===== src/rtl/bp_pkg.sv =====
package bp_pkg;
  // Default period of the tracked outcome stream.
  localparam int unsigned PAT_LEN_DEF = 5;
  // Head is the MSB: T, NT, T, T, NT.
  localparam logic [PAT_LEN_DEF-1:0] PAT_DEF = 5'b10110;
  // Reset release synchroniser depth.
  localparam int unsigned RST_STAGES_DEF = 2;

  typedef enum logic {
    OUT_NOT_TAKEN = 1'b0,
    OUT_TAKEN     = 1'b1
  } outcome_e;
endpackage


===== src/rtl/bp_reset_sync.sv =====
module bp_reset_sync #(
  parameter int unsigned STAGES = 2
) (
  input  logic clk,
  input  logic rst_n,
  output logic rst_n_sync
);
  logic [STAGES-1:0] chain_q;
  logic [STAGES-1:0] chain_d;

  always_comb begin
    chain_d = {chain_q[STAGES-2:0], 1'b1};
  end

  always_ff @(posedge clk or negedge rst_n) begin
    if (!rst_n) chain_q <= '0;
    else        chain_q <= chain_d;
  end

  assign rst_n_sync = chain_q[STAGES-1];
endmodule


===== src/rtl/bp_miss_detect.sv =====
module bp_miss_detect (
  input  logic valid,
  input  logic outcome,
  input  logic guess,
  output logic miss
);
  always_comb begin
    miss = valid & (outcome ^ guess);
  end
endmodule


===== src/rtl/bp_pattern_ring.sv =====
module bp_pattern_ring #(
  parameter int unsigned        LEN  = 5,
  parameter logic [LEN-1:0]     INIT = 5'b10110
) (
  input  logic           clk,
  input  logic           rst_n,
  input  logic           advance,
  input  logic           flip,
  output logic           head,
  output logic [LEN-1:0] state
);
  logic [LEN-1:0] ring_q;
  logic [LEN-1:0] ring_d;
  logic [LEN-1:0] rotated;

  always_comb begin
    rotated = {ring_q[LEN-2:0], ring_q[LEN-1]};
    ring_d  = ring_q;
    if (advance) begin
      ring_d = flip ? ~rotated : rotated;
    end
  end

  always_ff @(posedge clk or negedge rst_n) begin
    if (!rst_n)       ring_q <= INIT;
    else if (advance) ring_q <= ring_d;
  end

  assign head  = ring_q[LEN-1];
  assign state = ring_q;
endmodule


===== src/rtl/periodic_branch_predictor.sv =====
module periodic_branch_predictor
  import bp_pkg::*;
#(
  parameter int unsigned          PAT_LEN    = PAT_LEN_DEF,
  parameter logic [PAT_LEN-1:0]   PAT        = PAT_DEF,
  parameter int unsigned          RST_STAGES = RST_STAGES_DEF
) (
  input  logic clk,
  input  logic rst_n,
  input  logic br_valid,
  input  logic br_taken,
  output logic pred_taken
);
  logic               rst_n_q;
  logic               miss;
  logic               head;
  logic [PAT_LEN-1:0] ring_state;

  bp_reset_sync #(.STAGES(RST_STAGES)) u_rst (
    .clk        (clk),
    .rst_n      (rst_n),
    .rst_n_sync (rst_n_q)
  );

  bp_miss_detect u_miss (
    .valid   (br_valid),
    .outcome (br_taken),
    .guess   (head),
    .miss    (miss)
  );

  bp_pattern_ring #(.LEN(PAT_LEN), .INIT(PAT)) u_ring (
    .clk     (clk),
    .rst_n   (rst_n_q),
    .advance (br_valid),
    .flip    (miss),
    .head    (head),
    .state   (ring_state)
  );

  assign pred_taken = head;
endmodule


===== config.mk =====
export PLATFORM = sky130hd
export DESIGN_NAME = periodic_branch_predictor
export DESIGN_NICKNAME = d
export VERILOG_FILES = /design/src/rtl/bp_pkg.sv /design/src/rtl/bp_reset_sync.sv /design/src/rtl/bp_miss_detect.sv /design/src/rtl/bp_pattern_ring.sv /design/src/rtl/periodic_branch_predictor.sv
export SDC_FILE = /design/constraint.sdc
export NUM_CORES = 1
export LEC_CHECK = 0
export BUFFER_PORTS_ARGS = -buffer_cell sky130_fd_sc_hd__buf_2
export CAP_MARGIN = 5
export CORE_AREA = 2 2 39 41
export CTS_CLUSTER_SIZE = 28
export DETAILED_ROUTE_END_ITERATION = 12
export DIE_AREA = 0 0 41 43
export PLACE_DENSITY = 0.46
export SLEW_MARGIN = 20
export SYNTH_ARGS = -nofsm -noshare
export SYNTH_HDL_FRONTEND = slang
export SYNTH_SLANG_ARGS = --single-unit
export TNS_END_PERCENT = 5

===== constraint.sdc =====
create_clock -name clk -period 1.5 [get_ports clk]
set_clock_uncertainty 0.05 [all_clocks]
set_input_delay 0 -clock clk [delete_from_list [all_inputs] [get_ports clk]]
set_output_delay 0 -clock clk [all_outputs]
set_load 0.01 [all_outputs]

==> flow_summary_export.csv, run 1 <==
group,metric,value,unit
cells_and_area,final_cell_mix,"mux2_2 (4), xnor2_1 (4), buf_2 (4), dfrtp_1 (4)",
synthesis,synthDistinctLibCells,8,
global_routing,grt_pass1_wl,745,um
worst_setup_path,start_kind,"flop",
pwr,seqPwrFrac,46.1,%
pwr,swShare,26.9,%
route,wirelength,399,um
synthesis,netlist.area_leader.share,34.3,%
clock_tree,ctsResizeCount,0,
route,ant_nets,0,
die,fp.dieH,43,um
sta,tns,0,ps
synthesis,synthCells,19,
worst_setup_path,r2r_end,"u_ring.state[3]",
route,drc,0,
cells_and_area,nets,34,
place,place_ws,257,ps
global_routing,grt_pass1_vias,186,
route,drt_first_pass_iters,3,
cells_and_area,stdcell_count,45,
clock_tree,cts_setup_buffers,0,
synthesis,synth_largest_area_cell,"dfrtp_1",
worst_setup_path,r2r_setup_slack,260,ps
route,initialDrtViolationCount,2,
clock_tree,cts.clk_slew.worst_paths,50,ps
die,core_area,0.00138,mm2
global_routing,grtUsageTotal,6.99,%
synthesis,ys_ff_latch,7,
die,boundaryPins,5,
sta,grt_setup_unrepaired,"no",
cells_and_area,utilization,27.3,%
cells_and_area,drive_gt1_share,51.7,%
worst_setup_path,worstSetupStartpoint,"u_ring.state[4]",
synthesis,yosysSeqAreaShare,61.4,%
pwr,p_leak,0.159,nW
place,place.gp.congestion,0.606,
sta,finalMaxSlewViolations,0,
pwr,power_frac_clock,22.5,%
synthesis,syn-cell-area,292,um2
worst_setup_path,worstSetupPathType,"flop to flop",
status,status,"completed",
sta,setup_slack,264,ps
die,fp.dieW,41,um
synthesis,syn_nets,23,
sta,final_hold_viol_count,0,
die,die-area,0.00176,mm2
sta,finalSetupViolations,0,
route,drt-wirelength-per-cell,8.87,um
sta,max_freq,809,MHz
clock_tree,clk_path_buf_depth,2,
pwr,total_power,0.730,mW
die,placementRows,14,
clock_tree,postCtsHoldBufs,2,
global_routing,antenna_found_initial,0,
synthesis,avgSynthCellArea,15.3,um2
worst_setup_path,rr_worst_depth,3,
clock_tree,cts_htree_levels,1,
route,post_drt_via_cell_ratio,3.62,
synthesis,synth.yosys.warnings,0,
worst_setup_path,endpoint_kind,"flop",
sta,whs,12.1,ps
clock_tree,cts_tree,"yes",
worst_setup_path,critPathCapture,"u_ring.state[3]",
global_routing,grt_overflow,0,
place,detailed_place.area,332,um2
route,vias,163,
clock_tree,clk_latency,240,ps
pwr,powerDensity,1930,mW/mm2
worst_setup_path,worstPathArrival,1310,ps
die,start_util,21.1,%
cells_and_area,num_antenna_cells,0,
place,io_buffer_count,4,
worst_setup_path,reg2reg_from,"u_ring.state[4]",
cells_and_area,final_area,378,um2
pwr,peakVddDrop,0.491,mV
place,dp_cells,39,
global_routing,grt_max_degree,6,
clock_tree,cts_sinks,7,
run,max_cap_viol_count,0,
synthesis,synth.area.top_cells,"dfrtp_1 (34%), dfstp_2 (27%), mux2_2 (15%)",
pwr,pwr-share-comb,31.4,%
sta,finalCriticalPeriod,1240,ps
pwr,p_int,0.534,mW
worst_hold_path,hold_path.class,"input pin to asynchronous set/reset pin",
sta,post-route-period-util,82.4,%
clock_tree,cts_root_buf,"clkbuf_4",
pwr,switching_power,0.196,mW
worst_setup_path,cp.required,1580,ps
worst_setup_path,crit_path_max_fanout,3,
cells_and_area,area_growth,29.6,%
clock_tree,cts_buffers,3,
## sequential cells by signal (all words and copies together), names as in the netlist
signal and cells:
u_ring.state 5, u_rst.chain_q 2
## worst max-delay path, stage by stage (launching register included)
cell     delay (ps)
dfstp_2         560
xnor2_2         160
xnor2_1          90
mux2_2          260
## final cells by class
class,count,area [um2]
multi-input combinational,12,113
tap,16,20.0
timing repair buffer,6,40.0
fill,153,1010
sequential,7,179
clock buffer,4,26.3
## cells by family (layout without fill, tap and decap cells)
logic type	count (synthesis)	after routing	synth area share (%)
buffers and inverters	0	10	0
muxes	4	4	15.4
other	1	1	1.29
DFF	7	7	61.4
and+or+nand+nor	1	1	1.29
xor gates and xnor gates	6	6	20.6
## power groups by stage
| stage | logic, mW | clock network (mW) | registers [mW] |
|---|---|---|---|
| 5_1_grt | 0.259 | 0.184 | 0.353 |
| 3_3_place_gp | 0.227 | 0 | 0.340 |
| 6_report | 0.229 | 0.164 | 0.336 |
| 2_1_floorplan | 0.181 | 0 | 0.338 |
| 4_1_cts | 0.236 | 0.175 | 0.340 |
| 3_5_place_dp | 0.231 | 0 | 0.343 |
## worst min path at each step
stage          cells after the start   from          endpoint
6_report                           2  rst_n  u_rst.chain_q[0]
5_1_grt                            2  rst_n  u_rst.chain_q[0]
4_1_cts                            2  rst_n  u_rst.chain_q[0]
3_5_place_dp                       1  rst_n  u_rst.chain_q[0]
3_3_place_gp                       1  rst_n  u_rst.chain_q[0]
2_1_floorplan                      0  rst_n  u_rst.chain_q[0]
## per-layer routing
| metal | vias to the layer above | GRT usage, % | part of all wire (%) |
|---|---|---|---|
| met5 | - | 0 | 0 |
| met1 | 80 | 7.28 | 39 |
| met3 | 0 | 3.14 | 5.3 |
| met4 | 0 | 8.00 | 0 |
| met2 | 3 | 9.06 | 55 |
| li1 | 80 | - | - |
## cells in the mapped netlist
master,number
mux2_2,4
dfrtp_1,4
nand2_1,1
xnor2_2,1
conb_1,1
xor2_1,1
dfstp_2,3
xnor2_1,4
(Power assumes the default switching activity.)
==> run 2: changes to the inputs <==
- ABC_AREA: unset -> 1
- PLACE_DENSITY: 0.46 -> 0.5
- clock period: 1.5 -> 1.24 ns (I/O delays scaled with it)
==> flow_summary_export.csv, run 2 <==
group,metric,value,unit
status,status,"completed",
clock_tree,clk_path_buf_depth,2,
clock_tree,cts_htree_levels,1,
sta,finalMaxSlewViolations,0,
die,start_util,24.7,%
sta,max_freq,919,MHz
die,placementRows,14,
clock_tree,ctsResizeCount,0,
synthesis,synth-edff-count,0,
sta,setup_slack,151,ps
place,dp_hpwl,448,um
place,place.gp.congestion,0.610,
route,initialDrtViolationCount,5,
synthesis,yosysMostFrequentCell,"nand2_1",
route,post_drt_via_cell_ratio,3.85,
sta,whs,21.8,ps
pwr,p_leak,0.237,nW
worst_setup_path,r2r_setup_slack,150,ps
global_routing,grt_overflow,0,
global_routing,grt_pass1_wl,800,um
clock_tree,cts_setup_buffers,0,
synthesis,ys.flop_type,"dfrtp_1",
synthesis,synth_largest_area_cell,"dfrtp_1",
pwr,total_power,0.738,mW
worst_setup_path,path_depth,6,
worst_setup_path,endpoint_kind,"flop",
cells_and_area,final_common_cell,"nand2_1",
worst_setup_path,rr_worst_depth,6,
clock_tree,cts_tree,"yes",
die,fp.dieW,41,um
global_routing,grt_max_degree,9,
route,dr_wl_met3,21,um
worst_setup_path,cp_common_cell,"nand2_1",
sta,grt_setup_unrepaired,"no",
route,vias,273,
synthesis,netlist.area_leader.share,29.3,%
worst_setup_path,crit_slowest_cell,"dfstp_2",
sta,finalSetupViolations,0,
clock_tree,postCtsHoldBufs,4,
synthesis,synth-async-reset-ratio,100,%
global_routing,grtUsageTotal,7.83,%
route,wirelength,555,um
worst_setup_path,worstPathCellList,"inv_2 > nand2_1 > nand2_2 > nand2_1 > nand3_1 > nand2_1",
run,max_cap_viol_count,0,
cells_and_area,area_growth,28.2,%
synthesis,synthCells,44,
clock_tree,clk_latency,250,ps
cells_and_area,final_area,438,um2
worst_setup_path,start_kind,"flop",
pwr,peakVddDrop,0.654,mV
cells_and_area,nets,60,
worst_hold_path,hold_path.class,"flop to asynchronous set/reset pin",
clock_tree,cts_root_buf,"clkbuf_4",
worst_setup_path,critPathBufInv,1,
synthesis,synth.area.top_cells,"dfrtp_1 (29%), dfstp_2 (23%), nand2_1 (19%)",
route,drc,0,
synthesis,avgSynthCellArea,7.76,um2
worst_setup_path,slowest_delay,570,ps
die,die-area,0.00176,mm2
synthesis,synth.yosys.warnings,0,
global_routing,grt_pass1_vias,205,
route,ant_nets,0,
worst_setup_path,critPathCapture,"u_ring.state[2]",
synthesis,ys_ff_latch,7,
route,wl_met1,246,um
synthesis,yosys-top-cells-count,"nand2_1 (17), inv_1 (6), nand3_1 (5)",
synthesis,synthDistinctLibCells,12,
sta,tns,0,ps
worst_setup_path,worstSetupPathType,"flop to flop",
cells_and_area,num_antenna_cells,0,
synthesis,yosysSeqAreaShare,52.4,%
route,drt_first_pass_iters,4,
clock_tree,cts_buffers,3,
sta,finalCriticalPeriod,1090,ps
route,drt-wirelength-per-cell,7.82,um
synthesis,syn-cell-area,342,um2
cells_and_area,largest_reg_flops,5,
cells_and_area,drive_gt1_share,27.3,%
die,fp.dieH,43,um
worst_setup_path,cp.required,1380,ps
route,routed.top_layer,"met4",
worst_setup_path,worstSetupStartpoint,"u_ring.state[4]",
sta,post-route-period-util,87.8,%
clock_tree,cts.clk_slew.worst_paths,50,ps
die,core_area,0.00138,mm2
pwr,powerDensity,1690,mW/mm2
place,place_ws,161,ps
worst_setup_path,r2r_end,"u_ring.state[2]",
route,wl_met2,277,um
synthesis,syn_nets,48,
sta,final_hold_viol_count,0,
clock_tree,cts_sinks,7,
cells_and_area,final_cell_mix,"nand2_1 (17), inv_1 (6), nand3_1 (5)",
worst_setup_path,worstPathArrival,1220,ps
worst_setup_path,reg2reg_from,"u_ring.state[4]",
die,boundaryPins,5,
place,detailed_place.area,370,um2
place,io_buffer_count,4,
global_routing,antenna_found_initial,0,
worst_setup_path,crit_path_max_fanout,5,
worst_setup_path,crit_family,"flip-flops",
==> run 2: cell types whose count changed in the layout (fill, tap and decap cells not counted), moves of 2 or more <==
cell / previous run / this run
dlygate4sd3_1: 2 / 4
nand2_2: 0 / 3
nand3_1: 0 / 5
nand2_1: 1 / 17
xnor2_1: 4 / 0
inv_1: 0 / 6
mux2_2: 4 / 0
==> run 2: final cells by class <==
class,instances,area [um2]
clock buffers,3,22.5
clock inverters,1,5.00
fillers,145,946
inverters,7,26.3
multi-input cells,29,125
flip-flops and latches,7,179
well taps,16,20.0
repair buffers,8,60.1
==> run 2: report_power, final <==
group	leakage (nW)	total [mW]	internal [mW]	switching [mW]
registers	0.0788	0.342	0.298	0.0443
logic	0.141	0.197	0.0817	0.115
clock network	0.0177	0.199	0.118	0.0818
total	0.237	0.738	0.497	0.241
==> run 2: worst register-to-register path, cell delays in order, from the launching register on <==
cell and delay (ps):
dfstp_2 570, inv_2 50, nand2_1 80, nand2_2 80, nand2_1 60, nand3_1 60, nand2_1 80
==> run 2: cell families after synthesis <==
logic type	share of synthesized area, %
compound gates	2.93
buf+inv	11.0
flops	52.4
other cells	1.10
simple gates	32.6
==> run 2: how the worst min path moves through the flow <==
stage,start,to,slack [ps],cells past startpoint
floorplan,rst_n,u_rst.chain_q[0],-350,0
global placement,rst_n,u_rst.chain_q[0],-260,1
detailed placement,rst_n,u_rst.chain_q[0],-260,1
CTS,u_rst.chain_q[1],u_ring.state[0],30,0
global route,u_rst.chain_q[1],u_ring.state[0],40,0
finish,u_rst.chain_q[1],u_ring.state[0],20,0
==> run 2: through the flow <==
stage	instances	util, %
after global routing	71	31.6
after CTS	71	31.6
final	71	31.6
after detailed placement	63	26.8
after global placement	63	26.8
after floorplan	44	-
==> run 2: per-layer routing <==
metal  vias to the layer above  GRT usage, %
met5                         -             0
met1                       114          7.38
met3                         2          1.57
met2                         4          10.6
met4                         0          12.0
li1                        153             -
==> run 3: changes to the inputs <==
- PLACE_DENSITY: 0.5 -> 0.46
==> flow_summary_export.csv, run 3 (synthesized netlist as in run 2, its figures left out) <==
group,metric,value,unit
die,fp.dieH,43,um
global_routing,grt_pass1_wl,1060,um
pwr,switching_power,0.245,mW
cells_and_area,num_antenna_cells,0,
pwr,power_frac_clock,28.3,%
cells_and_area,nets,60,
cells_and_area,area_growth,28.2,%
global_routing,grt_overflow,0,
sta,finalSetupViolations,0,
sta,finalCriticalPeriod,1080,ps
clock_tree,cts_tree,"yes",
worst_setup_path,worstSetupStartpoint,"u_ring.state[4]",
clock_tree,cts_htree_levels,1,
clock_tree,cts_setup_buffers,0,
sta,tns,0,ps
die,boundaryPins,5,
pwr,p_leak,0.237,nW
sta,max_freq,926,MHz
die,fp.dieW,41,um
global_routing,antenna_found_initial,0,
cells_and_area,n_fill_cell,159,
route,wirelength,559,um
clock_tree,clk_path_buf_depth,2,
cells_and_area,final_common_cell,"nand2_1",
route,drc,0,
cells_and_area,largest_reg_flops,5,
route,ant_nets,0,
sta,post-route-period-util,87.1,%
worst_hold_path,hold_path.class,"flop to asynchronous set/reset pin",
route,drt-wirelength-per-cell,7.87,um
clock_tree,clk_latency,250,ps
global_routing,grt_pass1_vias,273,
worst_setup_path,worstSetupPathType,"flop to flop",
route,drt_first_pass_iters,2,
pwr,p_int,0.497,mW
global_routing,grt_max_degree,9,
place,dp_hpwl,466,um
place,place.gp.congestion,0.656,
run,max_cap_viol_count,0,
die,start_util,24.7,%
route,post_drt_via_cell_ratio,3.86,
pwr,seqPwrFrac,45.7,%
pwr,powerDensity,1700,mW/mm2
worst_setup_path,crit_path_max_fanout,5,
place,io_buffer_count,4,
worst_setup_path,endpoint_kind,"flop",
route,vias,274,
global_routing,grtUsageTotal,9.52,%
die,die-area,0.00176,mm2
pwr,peakVddDrop,0.691,mV
sta,grt_setup_unrepaired,"no",
route,initialDrtViolationCount,1,
die,placementRows,14,
clock_tree,cts_sinks,7,
cells_and_area,final_cell_mix,"nand2_1 (17), inv_1 (6), nand3_1 (5)",
sta,whs,25.9,ps
status,status,"completed",
worst_setup_path,reg2reg_from,"u_ring.state[4]",
sta,finalMaxSlewViolations,0,
cells_and_area,multi_input_area,125,um2
pwr,swShare,33.0,%
sta,final_hold_viol_count,0,
cells_and_area,drive_gt1_share,27.3,%
clock_tree,cts_buffers,3,
worst_setup_path,start_kind,"flop",
pwr,total_power,0.743,mW
pwr,pwr-share-comb,26.0,%
die,core_area,0.00138,mm2
clock_tree,cts_root_buf,"clkbuf_4",
worst_setup_path,cp.required,1340,ps
clock_tree,cts.clk_slew.worst_paths,60,ps
cells_and_area,seqCellArea,179,um2
worst_setup_path,worstPathArrival,1180,ps
## run 3: cell counts in the layout (fill, tap and decap cells not counted)
No cell type changed its count.
## run 3: power by group through the flow
stage          Combinational [mW]  Clock (mW)  Sequential (mW)
6_report                    0.193       0.210            0.339
5_1_grt                     0.235       0.233            0.353
4_1_cts                     0.199       0.218            0.342
3_5_place_dp                0.190           0            0.346
3_3_place_gp                0.190           0            0.342
2_1_floorplan               0.142           0            0.341
## run 3: area by class of cell
class	instances	share of cell area (%)
tap	16	4.57
clock inverter	1	1.14
inverter	7	6.00
clock buffer	3	5.14
sequential	7	40.9
multi-input combinational	29	28.6
timing repair buffer	8	13.7
## run 3: final timing paths
path | to | slack (ps) | cells after the start
max | u_ring.state[3] | 160 | 5
min | u_ring.state[0] | 30 | 0
max reg2reg | u_ring.state[3] | 160 | 5
min reg2reg | u_ring.state[0] | 30 | 0
max in group asynchronous | u_rst.chain_q[1] | 480 | 3
min in group clk | u_rst.chain_q[1] | 300 | 0
## run 3: worst max-delay path, stage by stage, from the launching register on
cell and delay [ps]:
dfstp_2 570, nand2_1 80, nand2_2 90, nand2_1 50, nand3_1 80, nand2_1 60
## run 3: through the flow
| step | setup slack, ps | utilization (%) | area [um2] | std cells |
|---|---|---|---|---|
| 2_1_floorplan | 190 | - | 342 | 44 |
| 3_3_place_gp | 168 | 26.8 | 370 | 63 |
| 3_5_place_dp | 157 | 26.8 | 370 | 63 |
| 4_1_cts | 149 | 31.6 | 438 | 71 |
| 5_1_grt | 57.6 | 31.6 | 438 | 71 |
| 6_report | 160 | 31.6 | 438 | 71 |
## run 3: repair_timing
action	4_1_cts	5_1_grt
resized for setup	0	0
hold endpoints to repair	6	0
hold buffers	4	0
## run 3: layer usage
layer / wire [um] / vias up / track usage, %
met3: 20 / 2 / 1.57
met1: 271 / 115 / 11.3
li1: - / 153 / -
met2: 254 / 4 / 12.2
met5: 0 / - / 0
met4: 12 / 0 / 12.0
